`config.mk`:
```
export PLATFORM = sky130hd
export DESIGN_NAME = sema_cell
export DESIGN_NICKNAME = d
export VERILOG_FILES = /design/src/rtl/sema_cell_pkg.sv /design/src/rtl/sema_counter.sv /design/src/rtl/sema_waiters.sv /design/src/rtl/sema_tag_reg.sv /design/src/rtl/sema_cell.sv
export SDC_FILE = /design/constraint.sdc
export NUM_CORES = 1
export LEC_CHECK = 0
export CAP_MARGIN = 10
export CORE_AREA = 2 2 111 113
export CTS_BUF_LIST = sky130_fd_sc_hd__clkbuf_16
export DETAILED_ROUTE_END_ITERATION = 6
export DIE_AREA = 0 0 113 115
export SLEW_MARGIN = 20
export SYNTH_ARGS = -nofsm -noshare
export SYNTH_HDL_FRONTEND = slang
export SYNTH_SLANG_ARGS = --single-unit
```
`constraint.sdc`:
```
create_clock -name clk -period 7.4 [get_ports clk]
set_clock_uncertainty 0.05 [all_clocks]
set_input_delay 1.48 -clock clk [delete_from_list [all_inputs] [get_ports clk]]
set_output_delay 1.48 -clock clk [all_outputs]
set_load 0.02 [all_outputs]
```
`src/rtl/sema_cell_pkg.sv`:
```
package sema_cell_pkg;

    localparam int WORD_W = 32;

    // Bit positions of the flag word returned by the tag view.
    localparam int TAG_E_BIT    = 0;
    localparam int TAG_F_BIT    = 1;
    localparam int TAG_T_BIT    = 16;
    localparam int TAG_MODE_BIT = 17;

    typedef enum logic [3:0] {
        VIEW_RAW     = 4'd0,
        VIEW_TAG     = 4'd1,
        VIEW_EF_WAIT = 4'd2,
        VIEW_EF_POLL = 4'd3,
        VIEW_PV_WAIT = 4'd4,
        VIEW_PV_POLL = 4'd5
    } view_e;

    typedef struct packed {
        logic t;
        logic f;
        logic e;
    } tag_t;

endpackage

```
`src/rtl/sema_counter.sv`:
```
module sema_counter #(
    parameter int CNT_W = 16
) (
    input  logic             clk,
    input  logic             rst_n,
    input  logic             take,
    input  logic             give,
    output logic [CNT_W-1:0] count_q
);

    localparam logic [CNT_W-1:0] CNT_MAX = {CNT_W{1'b1}};

    typedef struct packed {
        logic [CNT_W-1:0] cnt;
    } cnt_state_t;

    cnt_state_t st_d, st_q;

    always_comb begin
        st_d = st_q;
        if (give) begin
            if (st_q.cnt != CNT_MAX) begin
                st_d.cnt = st_q.cnt + 1'b1;
            end
        end else if (take) begin
            if (st_q.cnt != '0) begin
                st_d.cnt = st_q.cnt - 1'b1;
            end
        end
    end

    always_ff @(posedge clk) begin
        if (!rst_n) begin
            st_q <= '0;
        end else begin
            st_q <= st_d;
        end
    end

    assign count_q = st_q.cnt;

    a_r5_no_overflow: assert property (@(posedge clk) disable iff (!rst_n)
        (give && count_q == CNT_MAX) |=> (count_q == CNT_MAX));

    a_r2_take_lowers: assert property (@(posedge clk) disable iff (!rst_n)
        (take && !give && count_q != '0) |=> (count_q == $past(count_q) - 1'b1));

    a_r3_zero_holds: assert property (@(posedge clk) disable iff (!rst_n)
        (take && !give && count_q == '0) |=> (count_q == '0));

endmodule

```
`src/rtl/sema_waiters.sv`:
```
module sema_waiters #(
    parameter int NUM_REQ = 8,
    parameter int ID_W    = 3
) (
    input  logic               clk,
    input  logic               rst_n,
    input  logic               park,
    input  logic [ID_W-1:0]    park_id,
    input  logic               release_all,
    output logic [NUM_REQ-1:0] mask_q,
    output logic               pulse_q,
    output logic [NUM_REQ-1:0] woken_q
);

    typedef struct packed {
        logic [NUM_REQ-1:0] mask;
        logic               pulse;
        logic [NUM_REQ-1:0] woken;
    } wait_state_t;

    wait_state_t st_d, st_q;

    always_comb begin
        st_d       = st_q;
        st_d.pulse = 1'b0;
        st_d.woken = '0;
        if (release_all) begin
            if (st_q.mask != '0) begin
                st_d.pulse = 1'b1;
                st_d.woken = st_q.mask;
                st_d.mask  = '0;
            end
        end else if (park) begin
            for (int i = 0; i < NUM_REQ; i++) begin
                if (park_id == ID_W'(i)) begin
                    st_d.mask[i] = 1'b1;
                end
            end
        end
    end

    always_ff @(posedge clk) begin
        if (!rst_n) begin
            st_q <= '0;
        end else begin
            st_q <= st_d;
        end
    end

    assign mask_q  = st_q.mask;
    assign pulse_q = st_q.pulse;
    assign woken_q = st_q.woken;

    a_r6_mask_cleared: assert property (@(posedge clk) disable iff (!rst_n)
        release_all |=> (mask_q == '0));

    a_r6_pulse_nonempty: assert property (@(posedge clk) disable iff (!rst_n)
        pulse_q |-> (woken_q != '0));

    a_r6_pulse_single: assert property (@(posedge clk) disable iff (!rst_n)
        (release_all && mask_q != '0) |=> (pulse_q && woken_q == $past(mask_q)));

    a_r3_parked_bit: assert property (@(posedge clk) disable iff (!rst_n)
        (park && !release_all) |=> mask_q[$past(park_id)]);

endmodule

```
`src/rtl/sema_tag_reg.sv`:
```
module sema_tag_reg
    import sema_cell_pkg::*;
(
    input  logic       clk,
    input  logic       rst_n,
    input  logic       load,
    input  logic [2:0] flags_in,
    output tag_t       tag_q
);

    tag_t tag_d, tag_r;

    always_comb begin
        tag_d = tag_r;
        if (load) begin
            tag_d.t = flags_in[2];
            tag_d.f = flags_in[1];
            tag_d.e = flags_in[0];
        end
    end

    always_ff @(posedge clk) begin
        if (!rst_n) begin
            tag_r <= '0;
        end else begin
            tag_r <= tag_d;
        end
    end

    assign tag_q = tag_r;

    a_r8_flags_hold: assert property (@(posedge clk) disable iff (!rst_n)
        !load |=> $stable(tag_q));

endmodule

```
`src/rtl/sema_cell.sv`:
```
module sema_cell
    import sema_cell_pkg::*;
#(
    parameter  int CNT_W   = 16,
    parameter  int NUM_REQ = 8,
    localparam int ID_W    = (NUM_REQ > 1) ? $clog2(NUM_REQ) : 1
) (
    input  logic               clk,
    input  logic               rst_n,
    input  logic               req_valid,
    input  logic [3:0]         req_view,
    input  logic               req_write,
    input  logic [ID_W-1:0]    req_id,
    input  logic [2:0]         req_wflags,
    output logic               rsp_valid,
    output logic [WORD_W-1:0]  rsp_data,
    output logic               rsp_blocked,
    output logic [NUM_REQ-1:0] waiter_mask,
    output logic               wake_pulse,
    output logic [NUM_REQ-1:0] wake_mask
);

    typedef struct packed {
        logic              valid;
        logic [WORD_W-1:0] data;
        logic              blocked;
    } rsp_t;

    rsp_t rsp_d, rsp_q;

    logic [CNT_W-1:0] count_q;
    tag_t             tag_q;
    logic             take, give, park, tag_load;
    logic             is_pv;

    assign is_pv = (req_view == VIEW_PV_WAIT) || (req_view == VIEW_PV_POLL);

    always_comb begin
        take     = req_valid && !req_write && is_pv;
        give     = req_valid &&  req_write && is_pv;
        park     = req_valid && !req_write && (req_view == VIEW_PV_WAIT) && (count_q == '0);
        tag_load = req_valid &&  req_write && (req_view == VIEW_TAG);
    end

    always_comb begin
        rsp_d         = '0;
        rsp_d.valid   = req_valid;
        rsp_d.blocked = park;
        if (req_valid && !req_write) begin
            case (req_view)
                VIEW_RAW: rsp_d.data = WORD_W'(count_q);
                VIEW_TAG: begin
                    rsp_d.data[TAG_T_BIT]    = tag_q.t;
                    rsp_d.data[TAG_F_BIT]    = tag_q.f;
                    rsp_d.data[TAG_E_BIT]    = tag_q.e;
                    rsp_d.data[TAG_MODE_BIT] = 1'b0;
                end
                VIEW_EF_WAIT, VIEW_EF_POLL: rsp_d.data = '0;
                VIEW_PV_WAIT, VIEW_PV_POLL: rsp_d.data = WORD_W'(count_q);
                default: rsp_d.data = '1;
            endcase
        end
    end

    always_ff @(posedge clk) begin
        if (!rst_n) begin
            rsp_q <= '0;
        end else begin
            rsp_q <= rsp_d;
        end
    end

    sema_counter #(
        .CNT_W (CNT_W)
    ) u_counter (
        .clk     (clk),
        .rst_n   (rst_n),
        .take    (take),
        .give    (give),
        .count_q (count_q)
    );

    sema_waiters #(
        .NUM_REQ (NUM_REQ),
        .ID_W    (ID_W)
    ) u_waiters (
        .clk         (clk),
        .rst_n       (rst_n),
        .park        (park),
        .park_id     (req_id),
        .release_all (give),
        .mask_q      (waiter_mask),
        .pulse_q     (wake_pulse),
        .woken_q     (wake_mask)
    );

    sema_tag_reg u_tag (
        .clk      (clk),
        .rst_n    (rst_n),
        .load     (tag_load),
        .flags_in (req_wflags),
        .tag_q    (tag_q)
    );

    assign rsp_valid   = rsp_q.valid;
    assign rsp_data    = rsp_q.data;
    assign rsp_blocked = rsp_q.blocked;

    a_r11_rsp_follows: assert property (@(posedge clk) disable iff (!rst_n)
        req_valid |=> rsp_valid);

    a_r11_rsp_idle: assert property (@(posedge clk) disable iff (!rst_n)
        !req_valid |=> !rsp_valid);

    a_r3_blocked_zero: assert property (@(posedge clk) disable iff (!rst_n)
        rsp_blocked |-> (rsp_valid && rsp_data == '0));

    a_r11_write_quiet: assert property (@(posedge clk) disable iff (!rst_n)
        (req_valid && req_write) |=> (rsp_data == '0 && !rsp_blocked));

endmodule

```
Word-level counts from Yosys, hierarchy flattened

Index checks and enable logic that the tools add are counted.

Flip-flop bits (word level): 70

Add/sub/neg operators: 2
Eq/ne operators: 15
Mux-type cells: 19
Reduce and logical (&&, ||, !) cells: 42

Operators by type and width:

| operator              | number |
|---|---|
| $mux 16               | 4 |
| $reduce_and 3->1      | 10 |
| $pmux 14 s2           | 1 |
| $reduce_bool 2->1     | 11 |
| $mux 17               | 1 |
| $add 16x1->16 const B | 1 |
| $logic_not 16->1      | 1 |
| $mux 8                | 2 |
| $ne 16x16->1 const B  | 1 |
| $reduce_bool 16->1    | 1 |
| $sub 16x1->16 const B | 1 |
| $mux 14               | 1 |
| $eq 3x3->1 const B    | 4 |
| $eq 4x2->1 const B    | 2 |
| $eq 4x3->1 const B    | 2 |
| $mux 1                | 8 |
| $reduce_bool 8->1     | 1 |
| $logic_and 1x1->1     | 7 |
| $eq 3x2->1 const B    | 2 |
| $pmux 2 s3            | 1 |
| $reduce_or 3->1       | 2 |
| $reduce_or 6->1       | 1 |
| $reduce_or 5->1       | 1 |
| $eq 4x1->1 const B    | 1 |
| other kinds (9)       | 11 |

Logic depth before layout (Yosys ltp)

Word-level depth: 6
Mapped depth: 13

By module

A second synthesis with hierarchy kept.

Cell total of the unflattened synthesis: 334
Area, all modules: 3042.9 um^2

By module, submodules not included:

| module       | instances | cells each | area each (um^2) |
|---|---|---|---|
| sema_counter | 1         | 186        | 1415.1 |
| sema_cell    | 1         | 85         | 877.1 |
| sema_waiters | 1         | 54         | 641.9 |
| sema_tag_reg | 1         | 9          | 108.9 |

Least setup slack after synthesis

Ideal clock, no wire load.

Path type: input to register
From: input port req_view[1]
To: register u_counter.st_q (netlist bit u_counter.count_q[13])
Library setup time: 116 ps
Arrival time: 3998 ps
Required time: 7234 ps
Slack: 3236 ps
Stages: 13
Path buffers: 2
Cells stage by stage: buf_6 -> and4bb_1 -> and2_1 -> buf_4 -> inv_1 -> ha_1 -> a21oi_2 -> a2111oi_4 -> o31ai_1 -> o21bai_1 -> a311o_1 -> nand3_1 -> a21boi_1

Longest elaborated chain between the ends: 5
Elaborated cells on any way between the ends: 10
Those cells by class: eq/ne (3); mux (1); reduce/logical (6)

RTL lines:

| element                                                          | RTL line                         | source |
|---|---|---|
| from (decl)                                                      | sema_cell.sv:11                  | `input logic [3:0] req_view,` |
| $eq 4x3->1                                                       | sema_cell.sv:36                  | `assign is_pv = (req_view == VIEW_PV_WAIT) \|\| (req_view == VIEW_PV_POLL);` |
| $logic_or 1x1->1 (*)                                             | sema_cell.sv:36                  |  |
| $logic_and 1x1->1 (on tied branches)                             | sema_cell.sv:40, sema_cell.sv:39 |  |
| $ne 2x1->1 (no source line) or $reduce_bool 2->1 (tied branches) | --                               |  |
| $reduce_and 3->1 (no source line)                                | --                               |  |
| to (signal assigned)                                             | sema_counter.sv:36               | `st_q <= st_d;` |
| to (decl)                                                        | sema_counter.sv:17               | `cnt_state_t st_d, st_q;` |

Mark *: on every way between the ends. The rest lies on a longest branch, timed or not.
A chain may end at the register's enable or synchronous reset.

Worst setup path in the final report

Ends and elaborated chain as after synthesis.

==> out/results.txt <==
Status -> finished, violations left
Violated checks -> design-rule violations
# IOs -> 65
Later-pin clock latency in the skew report -> 0.32 ns
Overall routing resource usage -> 0.1052
DRC errors left -> 7
# resized after CTS -> 0
Yosys warnings -> 0
Reg-to-reg endpoint -> u_counter.count_q[8]
Placed cell area -> 3587 um2
Port Buffers -> 64
First DRT Iteration DRCs -> 91
Distinct cell type count after synthesis -> 53
Hold depth -> 2
Total negative setup slack -> 0 ns
Chip Height -> 115 um
Setup Slack @ Placement -> 1.939 ns
Cell taking the most area after synthesis -> dfxtp_1
Vias -> 2,432
Clock H-tree levels -> 3
# rows -> 40
Synth top area share -> 0.3933
WP data arrival -> 5.31 ns
Final net count -> 391
First-pass DRT Iterations -> 6
CTS Buffer Depth -> 2
Detail Route Antenna Nets -> 0
Total gr overflow -> 0
Pwr Total -> 825.0 uW
Final Hold Viols -> 0
Die width -> 113 um
Slew Limit Fails -> 0
Cells after DPL -> 496
Tmin final -> 5.153 ns
Area growth syn-to-layout -> 33.85%
Max Cap Violations -> 0
Diodes inserted -> 0
Core Area -> 11,810 um2
WL final -> 6649 um
Final Hold Slack -> 0.4658 ns
Dpl hpwl -> 4809 um
Via/cell ratio -> 4.750
Post-synthesis average cell area -> 9.451 um2
Pwr per Cell Area -> 212.4 nW/um2
Clk slew on worst S/H paths -> 0.05 ns
Worst setup margin -> 2.247 ns
Post-Syn Instances -> 307
Leak pwr -> 1.618 nW
Number of global-route vias before repair -> 2,346
Relative slew slack -> 0.3952
Synth Cell Area -> 2902 um2
Root Buffer -> clkbuf_16
WL/cell -> 12.99 um
RSZ-0062 raised after global routing -> false
First-pass GRT wire length -> 11,100 um
Critical path class -> in -> reg
Post-synthesis sequential area ratio -> 0.3933
Final weighted congestion in routability-driven placement -> 0.7881
F_max -> 194.0 MHz
Worst Path Required -> 7.56 ns
Tightest Pin Transition -> 0.9039 ns
Starting Density -> 0.2457
Final setup vio count -> 0
Ys async rst share -> 0
Dominant cells by area after synthesis -> dfxtp_1 (39%), ha_1 (6.9%), a21o_1 (3.9%)
Reg2reg path depth -> 9
Net Count, Synth -> 338
Hold buffers post-CTS -> 0
Crit end category -> register
Design area -> 3884 um2
Initial antenna violation count -> 0
R2r setup slk -> 5.03 ns
Clock sink count -> 57
Post-CTS Repair Setup Buffers -> 0
Post-Layout Cell Count -> 512
Largest net degree at the start of global routing -> 38
HP Start -> u_tag.tag_q[2]
Die Area -> 13,000 um2
Fin util -> 0.3288
Critical Path Source Type -> input port
Share of post-route cells with drive strength above 1 -> 0.06849
Min-delay worst type -> reg -> reg
Synth Flop Type -> dfxtp_1
FF-to-FF Start -> u_counter.count_q[0]
Hold EP -> rsp_data[16]
CTS tree -> yes
Tcrit/Tclk final -> 0.6964
CTS Buf Count -> 9
Peak VDD IR -> 105.9 uV
Post-synth EDFFs -> 0
Register bit total from synthesis -> 57
Crit Path Max Fanout -> 20
[cell usage in the layout (no fill, tap or decap), types with 3 or more instances in the layout]
cell and instances:
nor2b_1 14, mux2i_1 9, nor3_1 10, nor2_1 14
inv_1 11, nand4_1 6, nand2_1 12, clkbuf_16 9
a31oi_1 4, xnor2_1 5, nand3b_1 3, clkdlybuf4s50_1 64
a21boi_0 3, o21ai_0 4, a21o_1 15, nand3_1 7
and2_1 7, dfxtp_1 57, and3_1 12, nand4b_1 3
nor4_1 7, a21boi_1 4, ha_1 16, nand2b_1 6
xor2_1 4, or3_1 4, a21oi_1 13, o2111ai_1 4
[final cells by class]
cell class | instances | area, um2
clock buffer | 9 | 225.2
clock inverter | 7 | 71.32
fill | 1229 | 7928
inverter | 11 | 41.29
multi-input combinational | 215 | 1565
sequential | 57 | 1141
tap | 147 | 183.9
timing repair buffer | 66 | 655.6
[worst max-delay path, cell delays in order]
cell and delay [ns]:
clkdlybuf4s50_1 0.55, and4bb_1 0.36, and2_1 0.55, inv_1 0.49, ha_1 0.48, a21oi_2 0.21, o22ai_1 0.11, o31ai_1 0.38
o21bai_1 0.16, a311o_1 0.38, nand3_1 0.09, a21boi_1 0.07
[synthesized netlist by cell type, types with 7 or more instances]
| cell type | number |
|---|---|
| and2_1 | 7 |
| a21o_1 | 15 |
| ha_1 | 16 |
| dfxtp_1 | 57 |
| inv_1 | 11 |
| nor2b_1 | 14 |
| nand2_1 | 12 |
| a21oi_1 | 13 |
| nor2_1 | 14 |
| nor3_1 | 10 |
| nand3_1 | 7 |
| nor4_1 | 7 |
| buf_4 | 14 |
| mux2i_1 | 9 |
| and3_1 | 12 |
[worst max-delay path by stage]
stage / start / endpoint / slack, ns / cells after the start
5_1_grt: req_view[1] / u_counter.count_q[13] / 1.87 / 12
2_1_floorplan: req_view[1] / u_counter.count_q[13] / 3.24 / 13
3_5_place_dp: req_view[1] / u_counter.count_q[13] / 1.94 / 12
4_1_cts: req_view[1] / u_counter.count_q[13] / 2.24 / 12
3_3_place_gp: req_view[1] / u_counter.count_q[13] / 2.08 / 12
6_report: req_view[1] / u_counter.count_q[13] / 2.25 / 12
[state kept, by name (all words and copies together), names as in the netlist]
register and cells:
u_waiters.woken_q 8, u_waiters.mask_q 8, rsp_data 19, u_counter.count_q 16, rsp_valid 1, u_waiters.pulse_q 1, u_tag.tag_q 3, rsp_blocked 1
[cell families (layout without fill, tap and decap cells)]
kind of cell | after synthesis | in the layout | synth area share
AOI/OAI and AO/OA | 69 | 69 | 0.1850
xor gates and xnor gates | 9 | 9 | 0.02716
adders and majority gates | 17 | 17 | 0.07589
buffers and inverters | 35 | 93 | 0.06727
DFF | 57 | 57 | 0.3933
muxes | 10 | 10 | 0.03493
and+or+nand+nor | 110 | 110 | 0.2165
[power by group]
group          switching (mW)  internal, mW
combinational          0.0548        0.0473
sequential            0.00628         0.314
clock                   0.143         0.259
[layer usage]
layer / wire (um) / track usage / vias up / part of all wire
met5: 0 / 0 / - / 0
met4: 84 / 0.03740 / 0 / 0.013
met3: 365 / 0.03216 / 11 / 0.055
met2: 3122 / 0.1749 / 71 / 0.47
met1: 3078 / 0.1297 / 1132 / 0.46
li1: - / - / 1218 / -
(Power assumes the default switching activity.)
